[src/rtl/bsram_pkg.sv]
package bsram_pkg;
  localparam int DATA_W = 16;
  localparam int NBYTE  = DATA_W / 8;

  typedef enum logic [2:0] {
    ST_IDLE,
    ST_SETUP,
    ST_STROBE,
    ST_HOLD,
    ST_DONE
  } st_e;
endpackage

[src/rtl/bsram_seq.sv]
module bsram_seq
  import bsram_pkg::*;
#(
  parameter int WAIT_W = 3
) (
  input  logic              clk_i,
  input  logic              rst_ni,
  input  logic              start_i,
  input  logic              skip_i,
  input  logic [WAIT_W-1:0] wait_i,
  input  logic [1:0]        hold_i,
  input  logic              hold_en_i,
  output st_e               state_o,
  output logic              last_o
);
  localparam int CNT_W = (WAIT_W > 2) ? WAIT_W : 2;

  st_e              state_q;
  logic [CNT_W-1:0] cnt_q;

  always_ff @(posedge clk_i or negedge rst_ni) begin
    if (!rst_ni) begin
      state_q <= ST_IDLE;
      cnt_q   <= '0;
    end else begin
      case (state_q)
        ST_IDLE: if (start_i) state_q <= skip_i ? ST_DONE : ST_SETUP;
        ST_SETUP: begin
          state_q <= ST_STROBE;
          cnt_q   <= CNT_W'(wait_i);
        end
        ST_STROBE: begin
          if (cnt_q == '0) begin
            if (hold_en_i && hold_i != 2'd0) begin
              state_q <= ST_HOLD;
              cnt_q   <= CNT_W'(hold_i - 2'd1);
            end else begin
              state_q <= ST_DONE;
            end
          end else begin
            cnt_q <= cnt_q - 1'b1;
          end
        end
        ST_HOLD: begin
          if (cnt_q == '0) state_q <= ST_DONE;
          else             cnt_q   <= cnt_q - 1'b1;
        end
        ST_DONE: state_q <= ST_IDLE;
        default: state_q <= ST_IDLE;
      endcase
    end
  end

  assign state_o = state_q;
  assign last_o  = (cnt_q == '0);


  strobe_after_setup_chk: assert property (@(posedge clk_i) disable iff (!rst_ni)
    (state_q == ST_SETUP) |=> (state_q == ST_STROBE));


  hold_only_mode1_write_chk: assert property (@(posedge clk_i) disable iff (!rst_ni)
    (state_q == ST_HOLD) |-> hold_en_i);
endmodule

[src/rtl/bsram_drv.sv]
module bsram_drv
  import bsram_pkg::*;
#(
  parameter int AW = 20
) (
  input  logic              clk_i,
  input  logic              rst_ni,
  input  st_e               state_i,
  input  logic              mode_i,
  input  logic              we_i,
  input  logic [NBYTE-1:0]  be_i,
  input  logic [AW-1:0]     addr_i,
  input  logic [DATA_W-1:0] wdata_i,
  output logic              cs_no,
  output logic              rd_no,
  output logic              rw_o,
  output logic [NBYTE-1:0]  bs_no,
  output logic [AW-1:0]     addr_o,
  output logic [DATA_W-1:0] data_o,
  output logic              data_oe_o,
  output logic              ack_o
);
  logic busy, strobe, bs_act;

  assign busy   = (state_i == ST_SETUP) || (state_i == ST_STROBE) || (state_i == ST_HOLD);
  assign strobe = (state_i == ST_STROBE);
  // mode 1 frames the whole access; mode 0 pulses only in the strobe phase
  assign bs_act = mode_i ? busy : strobe;

  assign cs_no     = !busy;
  assign rd_no     = !(strobe && !we_i);
  assign rw_o      = !(we_i && (strobe || (state_i == ST_SETUP && !mode_i)));
  assign bs_no     = ~(be_i & {NBYTE{bs_act}});
  assign data_oe_o = we_i && (strobe || state_i == ST_HOLD);
  assign data_o    = data_oe_o ? wdata_i : '0;
  assign addr_o    = busy ? addr_i : '0;
  assign ack_o     = (state_i == ST_DONE);


  drive_in_cycle_chk: assert property (@(posedge clk_i) disable iff (!rst_ni)
    data_oe_o |-> !cs_no);


  no_drive_on_read_chk: assert property (@(posedge clk_i) disable iff (!rst_ni)
    !rd_no |-> !data_oe_o);


  bs_steady_mode1_chk: assert property (@(posedge clk_i) disable iff (!rst_ni)
    (!cs_no && mode_i && $past(!cs_no)) |-> $stable(bs_no));
endmodule

[src/rtl/bsram_rcap.sv]
module bsram_rcap
  import bsram_pkg::*;
(
  input  logic              clk_i,
  input  logic              rst_ni,
  input  logic              clear_i,
  input  logic              sample_i,
  input  logic              done_i,
  input  logic              we_i,
  input  logic [NBYTE-1:0]  be_i,
  input  logic [DATA_W-1:0] data_i,
  output logic [DATA_W-1:0] rdata_o,
  output logic [NBYTE-1:0]  rvalid_o
);
  for (genvar b = 0; b < NBYTE; b++) begin : g_byte
    logic [7:0] byte_q;
    always_ff @(posedge clk_i or negedge rst_ni) begin
      if (!rst_ni)       byte_q <= '0;
      else if (clear_i)  byte_q <= '0;
      else if (sample_i) byte_q <= be_i[b] ? data_i[b*8 +: 8] : 8'h00;
    end
    assign rdata_o[b*8 +: 8] = byte_q;
  end

  assign rvalid_o = (done_i && !we_i) ? be_i : '0;


  rvalid_at_done_chk: assert property (@(posedge clk_i) disable iff (!rst_ni)
    (rvalid_o != '0) |-> done_i);
endmodule

[src/rtl/bsram_ctrl.sv]
module bsram_ctrl
  import bsram_pkg::*;
#(
  parameter int AW     = 20,
  parameter int WAIT_W = 3
) (
  input  logic              clk_i,
  input  logic              rst_ni,
  input  logic              mode_i,
  input  logic [WAIT_W-1:0] wait_i,
  input  logic [1:0]        hold_i,
  input  logic              req_i,
  input  logic              we_i,
  input  logic [AW-1:0]     addr_i,
  input  logic [15:0]       wdata_i,
  input  logic [1:0]        be_i,
  output logic              ack_o,
  output logic [15:0]       rdata_o,
  output logic [1:0]        rvalid_o,
  output logic              cs_no,
  output logic              rd_no,
  output logic              rw_o,
  output logic [1:0]        bs_no,
  output logic [AW-1:0]     addr_o,
  output logic [15:0]       data_o,
  output logic              data_oe_o,
  input  logic [15:0]       data_i
);
  st_e               state;
  logic              last, accept;
  logic              mode_q, we_q;
  logic [WAIT_W-1:0] wait_q;
  logic [1:0]        hold_q;
  logic [NBYTE-1:0]  be_q;
  logic [AW-1:0]     addr_q;
  logic [DATA_W-1:0] wdata_q;

  assign accept = req_i && (state == ST_IDLE);

  always_ff @(posedge clk_i or negedge rst_ni) begin
    if (!rst_ni) begin
      mode_q  <= 1'b0;
      we_q    <= 1'b0;
      wait_q  <= '0;
      hold_q  <= '0;
      be_q    <= '0;
      addr_q  <= '0;
      wdata_q <= '0;
    end else if (accept) begin
      mode_q  <= mode_i;
      we_q    <= we_i;
      wait_q  <= wait_i;
      hold_q  <= hold_i;
      be_q    <= be_i;
      addr_q  <= addr_i;
      wdata_q <= wdata_i;
    end
  end

  bsram_seq #(.WAIT_W(WAIT_W)) u_seq (
    .clk_i     (clk_i),
    .rst_ni    (rst_ni),
    .start_i   (accept),
    .skip_i    (be_i == 2'b00),
    .wait_i    (wait_q),
    .hold_i    (hold_q),
    .hold_en_i (mode_q && we_q),
    .state_o   (state),
    .last_o    (last)
  );

  bsram_drv #(.AW(AW)) u_drv (
    .clk_i     (clk_i),
    .rst_ni    (rst_ni),
    .state_i   (state),
    .mode_i    (mode_q),
    .we_i      (we_q),
    .be_i      (be_q),
    .addr_i    (addr_q),
    .wdata_i   (wdata_q),
    .cs_no     (cs_no),
    .rd_no     (rd_no),
    .rw_o      (rw_o),
    .bs_no     (bs_no),
    .addr_o    (addr_o),
    .data_o    (data_o),
    .data_oe_o (data_oe_o),
    .ack_o     (ack_o)
  );

  bsram_rcap u_rcap (
    .clk_i    (clk_i),
    .rst_ni   (rst_ni),
    .clear_i  (accept),
    .sample_i ((state == ST_STROBE) && last && !we_q),
    .done_i   (state == ST_DONE),
    .we_i     (we_q),
    .be_i     (be_q),
    .data_i   (data_i),
    .rdata_o  (rdata_o),
    .rvalid_o (rvalid_o)
  );


  skip_no_cycle_chk: assert property (@(posedge clk_i) disable iff (!rst_ni)
    (accept && be_i == 2'b00) |=> (cs_no && ack_o));


  start_cycle_chk: assert property (@(posedge clk_i) disable iff (!rst_ni)
    (accept && be_i != 2'b00) |=> !cs_no);


  ack_pulse_chk: assert property (@(posedge clk_i) disable iff (!rst_ni)
    ack_o |=> !ack_o);
endmodule

[config.mk]
export PLATFORM = sky130hd
export DESIGN_NAME = bsram_ctrl
export DESIGN_NICKNAME = d
export VERILOG_FILES = /design/src/rtl/bsram_pkg.sv /design/src/rtl/bsram_seq.sv /design/src/rtl/bsram_drv.sv /design/src/rtl/bsram_rcap.sv /design/src/rtl/bsram_ctrl.sv
export SDC_FILE = /design/constraint.sdc
export NUM_CORES = 1
export LEC_CHECK = 0
export ABC_AREA = 0
export BUFFER_PORTS_ARGS = -buffer_cell sky130_fd_sc_hd__buf_2
export CORE_ASPECT_RATIO = 0.6
export CORE_MARGIN = 2
export CORE_UTILIZATION = 42
export DETAILED_ROUTE_END_ITERATION = 7
export GPL_ROUTABILITY_DRIVEN = 0
export PLACE_DENSITY = 0.71
export SYNTH_ARGS = -nofsm -noshare
export SYNTH_HDL_FRONTEND = slang
export SYNTH_SLANG_ARGS = --single-unit
[constraint.sdc]
create_clock -name clk_i -period 2.3 [get_ports clk_i]
set_clock_uncertainty 0.1 [all_clocks]
set_input_delay 0.23 -clock clk_i [delete_from_list [all_inputs] [get_ports clk_i]]
set_output_delay 0.23 -clock clk_i [all_outputs]
set_load 0.05 [all_outputs]
==> results.py, run 1 <==
metrics = {
    "clock_network": {
        "clkSlewWorstSetupHoldPaths_ps": 50,
        "post_cts_resize_count": 0,
        "cts.sink_count": 67,
        "clk_root_buffer_cell": "sky130_fd_sc_hd__clkbuf_16",
        "numCtsBuffers": 9,
        "worstSkewPairLatency_ps": 330,
        "cts_tree": "yes",
        "hold_fix_buffers_at_cts": 1,
        "cts.repair_timing.setup_buffer_count": 0,
        "clock_tree.buffer_depth": 2,
        "cts-htree-levels": 3,
    },
    "sta": {
        "slew-limit-headroom_pct": 69.6,
        "layout_min_cycle_time_ps": 2070,
        "rsz0062_at_grt": "no",
        "final_max_slew_viol_count": 0,
        "final.period_utilization_pct": 89.9,
        "hold_violations": 0,
        "fin_tns_setup_ps": 0,
        "setup_viol": 0,
        "fmax_mhz": 484,
        "worstMarginPinSlew_ps": 450,
    },
    "critical_path": {
        "worstPathMaxFanout": 5,
        "critical_path.slowest_cell": "sky130_fd_sc_hd__dfrtp_1",
        "crit_arrival_ps": 1740,
        "max_stage_delay_ps": 370,
        "crit_path_cell_trace": "nor2_1 -> and2_1 -> nor2b_1 -> and2_1 -> buf_2",
        "path_buf_inv": 1,
        "end_kind": "output pin",
        "crit_family": "simple AND/OR/NAND/NOR gates",
        "criticalPathCategory": "flop to output pin",
        "critical_path_required_ps": 1970,
        "worst_path_most_repeated_cell": "sky130_fd_sc_hd__and2_1",
        "cp_launch_type": "flop",
    },
    "synth": {
        "syn_inst": 279,
        "yosys_register_bits": 67,
        "async_set_reset_flop_share_out_of_synthesis_pct": 100,
        "ys_types": 36,
        "syn-cell-area_um2": 3180,
        "ys_dominant_reg_cell": "sky130_fd_sc_hd__dfrtp_1",
        "yosysSeqAreaShare_pct": 52.7,
        "yosys_warnings": 0,
        "synthesis.nets": 347,
        "edff_count_synth": 0,
        "synth.avg_cell_area_um2": 11.4,
    },
    "final_layout": {
        "areaGrowthSynthToFinish_pct": 32.6,
        "most-common-layout-cells": "124 x sky130_fd_sc_hd__buf_2, 67 x sky130_fd_sc_hd__dfrtp_1, 40 x sky130_fd_sc_hd__mux2_2, 25 x sky130_fd_sc_hd__and2_1, 22 x sky130_fd_sc_hd__nand2_1",
        "layout_cell_share_with_drive_strength_beyond_1_pct": 46.8,
        "num-nets-final": 473,
        "antennaDiodeCount": 0,
        "final_cell_area_um2": 4220,
        "mostFrequentLayoutCell": "sky130_fd_sc_hd__buf_2",
    },
    "detailed_routing": {
        "route.detailed.vias_per_inst": 4.95,
        "detail_route.wirelength_mm": 7.39,
        "drc": 0,
        "wl_met2_mm": 3.19,
        "dr_total_vias": 2542,
        "drt_iter0_markers": 178,
        "detail_route.wirelength.met1_mm": 3.32,
        "drt_pass1_iterations": 4,
        "met3_wirelength_um": 813,
        "antenna_violating_nets_post_route": 0,
        "routedWlPerCell_um": 14.4,
        "top_signal_layer_used": "met4",
    },
    "floorplan": {
        "die_w_um": 116,
        "dieHeight_um": 71.4,
        "die_outline_area_um2": 8310,
        "fp_rows": 24,
        "initial_utilization_pct": 43.6,
        "top_level_ports": 125,
        "core_region_area_um2": 7300,
    },
    "placement": {
        "post_dp_hpwl_mm": 5.31,
        "number_of_buffer_cells_added_on_primary_ports": 124,
        "placement.cell_area_um2": 3900,
    },
    "global_route": {
        "grt_start_max_net_pins": 68,
        "grt_pass1_vias": 2477,
        "track_usage_pct": 19.0,
        "grt_first_pass_wirelength_mm": 12.0,
        "grt_overflow_total": 0,
        "antenna_violations_before_repair": 0,
    },
    "run_status": {
        "run_status": "complete, no violations",
    },
    "job": {
        "cap_violations": 0,
    },
    "min_path": {
        "holdCritPathClass": "primary input to flop",
    },
}
==> worst reg2reg max path, delay by kind of cell (launching register included) <==
family,cells,cell delay (ps)
flops,1,370
simple gates,3,530
buf+inv,1,310
mux,1,390
==> cell type report <==
| cell class | instances | area [um^2] |
|---|---|---|
| Clock buffer | 15 | 278 |
| Clock inverter | 1 | 30.0 |
| Fill cell | 650 | 3080 |
| Inverter | 7 | 26.3 |
| Multi-Input combinational cell | 185 | 1360 |
| Sequential cell | 67 | 1680 |
| Tap cell | 104 | 130 |
| Timing Repair Buffer | 135 | 718 |
==> per-layer routing <==
metal,vias up,global-route usage (%)
met5,-,0
met4,0,6.35
met3,8,9.39
met2,124,27.9
met1,1194,24.7
li1,1216,-
==> cell families after synthesis <==
group           count (synthesis)  share of synthesized area [%]
simple gates                  102                           18.3
flops                          67                           52.7
mux                            46                           16.2
compound gates                 33                           6.45
buf+inv                        27                           4.76
fa+ha+maj                       4                           1.57
==> Yosys cell counts (2+ instances only) <==
| cell | n | area, um^2 |
|---|---|---|
| sky130_fd_sc_hd__a21oi_1 | 19 | 95.1 |
| sky130_fd_sc_hd__inv_1 | 7 | 26.3 |
| sky130_fd_sc_hd__buf_6 | 3 | 33.8 |
| sky130_fd_sc_hd__nand3_1 | 16 | 80.1 |
| sky130_fd_sc_hd__ha_1 | 4 | 50.1 |
| sky130_fd_sc_hd__mux2_2 | 40 | 450 |
| sky130_fd_sc_hd__mux2_1 | 5 | 56.3 |
| sky130_fd_sc_hd__buf_4 | 7 | 52.6 |
| sky130_fd_sc_hd__and2_1 | 25 | 156 |
| sky130_fd_sc_hd__nor2_1 | 6 | 22.5 |
| sky130_fd_sc_hd__a31oi_1 | 2 | 12.5 |
| sky130_fd_sc_hd__o21ai_0 | 4 | 20.0 |
| sky130_fd_sc_hd__and3_1 | 16 | 100 |
| sky130_fd_sc_hd__nor2b_1 | 3 | 18.8 |
| sky130_fd_sc_hd__clkbuf_1 | 9 | 33.8 |
| sky130_fd_sc_hd__nand3b_1 | 2 | 15.0 |
| sky130_fd_sc_hd__dfrtp_1 | 67 | 1680 |
| sky130_fd_sc_hd__nand2b_1 | 5 | 31.3 |
| sky130_fd_sc_hd__nand2_1 | 22 | 82.6 |
==> registers in the layout (all words and copies together), names as in the netlist <==
name                  count
wait_q                    3
we_q                      1
wdata_q                  16
mode_q                    1
be_q                      2
u_seq.state_o             3
u_seq.cnt_q               3
u_rcap.g_byte.byte_q     16
addr_q                   20
hold_q                    2
==> path summary, 6_finish.rpt <==
check	slack, ps	end	startpoint	depth (start not counted)
min	10	we_q$_DFFE_PN0P_	we_i	2
max in group asynchronous	1440	u_seq.state_o[1]$_DFFE_PN0P_	rst_ni	3
max	230	rvalid_o[1]	u_seq.state_o[0]$_DFFE_PN0P_	5
max reg2reg	500	addr_q[15]$_DFFE_PN0P_	u_seq.state_o[0]$_DFFE_PN0P_	5
min reg2reg	370	addr_q[10]$_DFFE_PN0P_	addr_q[10]$_DFFE_PN0P_	1
min in group asynchronous	340	u_rcap.g_byte[0].byte_q[1]$_DFFE_PN0P_	rst_ni	3
==> through the flow <==
stage,instances,worst slack [ps],utilization [%],hold WS [ps]
after floorplan,279,166,-,-166
after global placement,497,511,53.4,176
after detailed placement,497,492,53.4,178
after CTS,514,193,57.8,0.595
after global routing,514,77.9,57.8,10.6
final,514,233,57.8,10.0
Power of run 1 is not shown: default switching activity piles up to over one toggle a cycle in this logic, so the estimate is an artifact.
==> run 2, diff against run 1 <==
- PLACE_DENSITY: 0.71 -> 0.73
- clock period: 2.3 -> 1.9 ns (I/O delays scaled with it)
==> run 2 against run 1 <==
  * Final area is 20% higher
  * Critical path type unchanged
  * Routed wire length is 25% higher
  * Via count is 13% higher
==> results.py, run 2 (synthesis gave the netlist of run 1 again) <==
metrics = {
    "placement": {
        "post_dp_hpwl_mm": 5.48,
        "placement.cell_area_um2": 3940,
        "pre_cts_ws_ps": 106,
        "number_of_buffer_cells_added_on_primary_ports": 124,
    },
    "global_route": {
        "grt_overflow_total": 0,
        "groute.layer.met3.usage_pct": 8.88,
        "use_met2_pct": 33.3,
        "grt_pass1_vias": 2816,
        "antenna_violations_before_repair": 1,
        "grt_first_pass_wirelength_mm": 13.5,
        "met1_usage_pct": 26.7,
        "grt_start_max_net_pins": 68,
        "track_usage_pct": 21.2,
        "global_route_layer_with_the_greatest_usage": "met2",
    },
    "clock_network": {
        "clk_root_buffer_cell": "sky130_fd_sc_hd__clkbuf_16",
        "cts.sink_count": 67,
        "clock_tree.buffer_depth": 2,
        "cts_tree": "yes",
        "worstSkewPairLatency_ps": 320,
        "cts-htree-levels": 3,
        "numCtsBuffers": 9,
        "clkSlewWorstSetupHoldPaths_ps": 50,
    },
    "floorplan": {
        "top_level_ports": 125,
        "die_outline_area_um2": 8310,
        "core_region_area_um2": 7300,
        "dieHeight_um": 71.4,
        "die_w_um": 116,
        "initial_utilization_pct": 43.6,
        "fp_rows": 24,
    },
    "critical_path": {
        "crit_family": "buffers and inverters",
        "critical_path.slowest_cell": "sky130_fd_sc_hd__dfrtp_1",
        "crit_path_cell_trace": "nor2_2 -> buf_6 -> nor2_4 -> buf_4 -> and2_1 -> buf_4",
        "path_buf_inv": 3,
        "end_kind": "output pin",
        "crit_arrival_ps": 1600,
        "max_stage_delay_ps": 400,
        "critical_path_required_ps": 1610,
        "criticalPathCategory": "flop to output pin",
        "worst_path_most_repeated_cell": "sky130_fd_sc_hd__buf_4",
        "cp_launch_type": "flop",
        "worstPathMaxFanout": 10,
    },
    "sta": {
        "layout_min_cycle_time_ps": 1890,
        "fmax_mhz": 530,
        "setup_viol": 0,
        "rsz0062_at_grt": "yes",
        "final_max_slew_viol_count": 0,
        "worstMarginPinSlew_ps": 452,
        "final.period_utilization_pct": 99.3,
        "setup_slack_ps": 13.6,
        "slew-limit-headroom_pct": 69.5,
        "hold_violations": 0,
    },
    "final_layout": {
        "most-common-layout-cells": "83 x sky130_fd_sc_hd__buf_2, 66 x sky130_fd_sc_hd__dfrtp_1, 40 x sky130_fd_sc_hd__mux2_2, 40 x sky130_fd_sc_hd__dlygate4sd3_1, 30 x sky130_fd_sc_hd__buf_4",
        "finish.utilization_pct": 69.2,
        "n_fill_cell": 514,
        "flip_flop_count_of_the_largest_register_after_layout": 20,
        "num-nets-final": 520,
        "regMostFlops": "addr_q",
        "final_cell_area_um2": 5050,
        "areaGrowthSynthToFinish_pct": 58.7,
        "layout_top_registers": "addr_q: 20 flops, u_rcap.g_byte.byte_q: 16 flops, wdata_q: 16 flops",
        "mostFrequentLayoutCell": "sky130_fd_sc_hd__buf_2",
        "layout_cell_share_with_drive_strength_beyond_1_pct": 50.1,
    },
    "job": {
        "cap_violations": 0,
    },
    "detailed_routing": {
        "antenna_violating_nets_post_route": 0,
        "drt_iter0_markers": 271,
        "drc": 0,
        "drt_pass1_iterations": 4,
        "route.detailed.vias_per_inst": 5.10,
        "routedWlPerCell_um": 16.5,
        "dr_total_vias": 2865,
        "detail_route.wirelength_mm": 9.27,
    },
    "pwr": {
        "power_density_nw_per_um2": 2080,
        "totalPowerFinal_w": 0.0105,
        "vdd_drop_max_v": 0.00120,
        "power.leakage_nw": 2.38,
    },
    "min_path": {
        "holdCritPathClass": "primary input to flop",
    },
    "run_status": {
        "run_status": "complete, no violations",
    },
}
## run 2: area by class of cell
| class | instances | area [um^2] | share of cell area [%] |
|---|---|---|---|
| Inverter | 7 | 26.3 | 0.520 |
| Antenna cell | 1 | 2.50 | 0.0496 |
| Sequential cell | 67 | 1680 | 33.2 |
| Multi-Input combinational cell | 185 | 1480 | 29.2 |
| Clock buffer | 11 | 243 | 4.81 |
| Clock inverter | 5 | 52.6 | 1.04 |
| Timing Repair Buffer | 182 | 1440 | 28.5 |
| Tap cell | 104 | 130 | 2.58 |
## run 2: path summary, 6_finish.rpt
| check | from | end | slack [ps] | cells after the start |
|---|---|---|---|---|
| worst max-delay path | u_seq.state_o[1]$_DFFE_PN0P_ | addr_o[17] | 10 | 6 |
| worst min-delay path | wait_i[1] | wait_q[1]$_DFFE_PN0P_ | 5 | 2 |
| worst max register to register | u_seq.cnt_q[0]$_DFFE_PN0P_ | u_rcap.g_byte[0].byte_q[2]$_DFFE_PN0P_ | 80 | 6 |
| worst min register to register | addr_q[10]$_DFFE_PN0P_ | addr_q[10]$_DFFE_PN0P_ | 380 | 1 |
| max in group asynchronous | rst_ni | u_seq.state_o[2]$_DFFE_PN0P_ | 1060 | 3 |
| min in group asynchronous | rst_ni | u_rcap.g_byte[0].byte_q[2]$_DFFE_PN0P_ | 320 | 3 |
## run 2: per-layer routing
| metal | routed length, um | vias up |
|---|---|---|
| met1 | 3960 | 1401 |
| met2 | 4310 | 143 |
| met4 | 98 | 0 |
| met3 | 901 | 12 |
| li1 | - | 1309 |
| met5 | 0 | - |
## run 2: stage by stage
step	hold WS (ps)	setup TNS, ps	cells
finish	5.23	0	562
CTS	0.347	0	555
global route	5.17	-791	562
global placement	136	0	500
floorplan	-206	0	279
detailed placement	140	0	500
## run 2: repair_timing
item,4_1_cts,5_1_grt
gates cloned,0,3
endpoints found under the setup margin,41,41
endpoints found under the hold margin,105,1
gates resized for setup,49,66
buffers inserted,0,2
pin swaps,0,4
hold buffers,39,1
## run 2: power breakdown
part,total [W],internal [W],switching [W]
combinational,0.00631,0.00247,0.00384
clock,0.00163,0.00104,0.000583
sequential,0.00257,0.00208,0.000481
Note: power is estimated with default switching activity, not from simulation.
==> run 3, diff against run 2 <==
- PLACE_DENSITY: 0.73 -> 0.71
- TNS_END_PERCENT: not set -> 20
- clock period: 1.9 -> 2 ns (I/O delays scaled with it)
==> run 3 against run 2 <==
  * Combinational power decreased by 20%
  * Worst hold slack gained 6.2 ps
  * Worst setup slack better by 58 ps
  * Clock power grew 7%
  * Die area is the same
  * Sequential share of layout area rose by 2.6 points
  * Count of clock-buffer cells in the layout stayed put
==> results.py, run 3 (synthesis gave the netlist of run 1 again) <==
metrics = {
    "critical_path": {
        "end_kind": "output pin",
        "crit_arrival_ps": 1630,
        "crit_family": "buffers and inverters",
        "worst_setup_path_startpoint": "u_seq.state_o[1]$_DFFE_PN0P_",
        "worst_r2r_path_depth": 6,
        "timing.reg2reg.setup_slack_ps": 160,
        "reg2reg_to": "u_rcap.g_byte[0].byte_q[0]$_DFFE_PN0P_",
        "r2r_start": "u_seq.cnt_q[0]$_DFFE_PN0P_",
        "critical_path_required_ps": 1700,
        "criticalPathCategory": "flop to output pin",
        "max_stage_delay_ps": 420,
        "worstPathMaxFanout": 17,
        "critical_path.slowest_cell": "sky130_fd_sc_hd__dfrtp_2",
        "setup.worst_path.end": "data_o[14]",
        "timing.critical_path.depth": 4,
        "crit_path_cell_trace": "nor2b_4 -> buf_4 -> and3_1 -> clkbuf_4",
        "cp_launch_type": "flop",
        "path_buf_inv": 2,
    },
    "pwr": {
        "internal_power_w": 0.00479,
        "switching_share_pct": 47.8,
        "power.share.clock_pct": 19.1,
        "power.leakage_nw": 2.31,
        "power_density_nw_per_um2": 1960,
        "switching_power_w": 0.00438,
        "vdd_drop_max_v": 0.00118,
        "totalPowerFinal_w": 0.00917,
        "p_comb_share_pct": 54.8,
        "power.sequential.fraction_pct": 26.1,
    },
    "final_layout": {
        "most-common-layout-cells": "113 x sky130_fd_sc_hd__buf_2, 66 x sky130_fd_sc_hd__dfrtp_1, 40 x sky130_fd_sc_hd__mux2_2, 36 x sky130_fd_sc_hd__dlygate4sd3_1, 24 x sky130_fd_sc_hd__and2_1",
        "areaGrowthSynthToFinish_pct": 47.2,
        "antennaDiodeCount": 0,
        "num-nets-final": 509,
        "finish.utilization_pct": 64.2,
        "flip_flop_count_of_the_largest_register_after_layout": 20,
        "mostFrequentLayoutCell": "sky130_fd_sc_hd__buf_2",
        "layout_cell_share_with_drive_strength_beyond_1_pct": 45.3,
        "layout_top_registers": "addr_q: 20 flops, u_rcap.g_byte.byte_q: 16 flops, wdata_q: 16 flops",
        "regMostFlops": "addr_q",
    },
    "placement": {
        "post_dp_hpwl_mm": 5.46,
        "pre_cts_ws_ps": 118,
        "number_of_buffer_cells_added_on_primary_ports": 124,
    },
    "floorplan": {
        "top_level_ports": 125,
        "die_outline_area_um2": 8310,
        "core_region_area_um2": 7300,
        "fp_rows": 24,
        "initial_utilization_pct": 43.6,
        "die_w_um": 116,
        "dieHeight_um": 71.4,
    },
    "min_path": {
        "holdCritPathClass": "primary input to flop",
    },
    "job": {
        "cap_violations": 0,
    },
    "sta": {
        "hold_violations": 0,
        "layout_min_cycle_time_ps": 1930,
        "final.period_utilization_pct": 96.4,
        "slew-limit-headroom_pct": 66.2,
        "worstMarginPinSlew_ps": 507,
        "fmax_mhz": 519,
        "setup_viol": 0,
        "final_max_slew_viol_count": 0,
        "setup_slack_ps": 71.9,
    },
    "detailed_routing": {
        "drt_iter0_markers": 129,
        "dr_total_vias": 2653,
        "antenna_violating_nets_post_route": 0,
        "drc": 0,
        "drt_pass1_iterations": 4,
        "route.detailed.vias_per_inst": 4.82,
        "detail_route.wirelength_mm": 8.15,
        "routedWlPerCell_um": 14.8,
    },
    "clock_network": {
        "cts.sink_count": 67,
        "clk_root_buffer_cell": "sky130_fd_sc_hd__clkbuf_16",
        "cts_tree": "yes",
        "cts.repair_timing.setup_buffer_count": 0,
        "numCtsBuffers": 9,
        "worstSkewPairLatency_ps": 320,
        "clock_tree.buffer_depth": 2,
        "clkSlewWorstSetupHoldPaths_ps": 60,
        "cts-htree-levels": 3,
    },
    "global_route": {
        "grt_first_pass_wirelength_mm": 13.5,
        "antenna_violations_before_repair": 0,
        "grt_overflow_total": 0,
        "track_usage_pct": 20.9,
        "grt_start_max_net_pins": 62,
        "grt_pass1_vias": 2709,
    },
    "run_status": {
        "run_status": "complete, no violations",
    },
}
run 3: changes by cell type in the layout (fill, tap and decap cells not counted), moves of 11 or more:
cell                     before  now
sky130_fd_sc_hd__and3_1       0   16
sky130_fd_sc_hd__buf_4       30   11
sky130_fd_sc_hd__buf_6       12    1
sky130_fd_sc_hd__and3_4      16    0
sky130_fd_sc_hd__buf_8       15    0
sky130_fd_sc_hd__buf_2       83  113
run 3: worst reg2reg max path, stage by stage (launching register included):
cell and delay, ps:
sky130_fd_sc_hd__dfrtp_1 400, sky130_fd_sc_hd__inv_1 100, sky130_fd_sc_hd__ha_1 190, sky130_fd_sc_hd__nand2b_1 160, sky130_fd_sc_hd__or4_4 570, sky130_fd_sc_hd__nand2_1 110, sky130_fd_sc_hd__a21oi_1 70
run 3: area by class of cell:
cell class	count	area, um^2
repair buffers	171	1130
clock inverters	5	83.8
multi-input cells	185	1380
flip-flops and latches	67	1680
inverters	7	26.3
fillers	593	2610
well taps	104	130
clock buffers	11	253
run 3: metal layers:
| layer | GRT usage (%) | up-vias | wire length (um) |
|---|---|---|---|
| met5 | 0 | - | 0 |
| met4 | 5.56 | 0 | 40 |
| met3 | 7.45 | 4 | 646 |
| met2 | 32.6 | 101 | 3740 |
| met1 | 28.0 | 1261 | 3720 |
| li1 | - | 1287 | - |
run 3: worst min-delay path by stage:
stage	from	end	slack (ps)	cells past startpoint
2_1_floorplan	rst_ni	addr_q[0]$_DFFE_PN0P_	-200	0
3_3_place_gp	rst_ni	u_rcap.g_byte[0].byte_q[5]$_DFFE_PN0P_	90	1
3_5_place_dp	rst_ni	u_rcap.g_byte[0].byte_q[4]$_DFFE_PN0P_	90	1
4_1_cts	hold_i[1]	hold_q[1]$_DFFE_PN0P_	0.9	2
5_1_grt	addr_i[0]	addr_q[0]$_DFFE_PN0P_	8	2
6_report	hold_i[1]	hold_q[1]$_DFFE_PN0P_	10	2
run 3: through the flow:
step,setup TNS [ps],instances,hold WS [ps],cell area [um^2]
final,0,550,11.4,4680
after global placement,0,498,90.7,3930
after floorplan,0,279,-196,3180
after detailed placement,0,498,90.8,3930
after global routing,-10.3,550,7.84,4680
after CTS,0,550,0.916,4650
run 3: power by group through the flow:
stage,Clock (W),Sequential [W],Combinational (W)
after detailed placement,0,0.00238,0.00488
after CTS,0.00180,0.00238,0.00498
after global placement,0,0.00236,0.00480
after global routing,0.00186,0.00248,0.00537
after floorplan,0,0.00253,0.00361
final,0.00175,0.00239,0.00502
run 3: timing repair:
item	CTS	global route
hold buffers	36	0
endpoints found under the hold margin	52	0
resized for setup	8	11
endpoints found under the setup margin	41	38
cloned	0	0
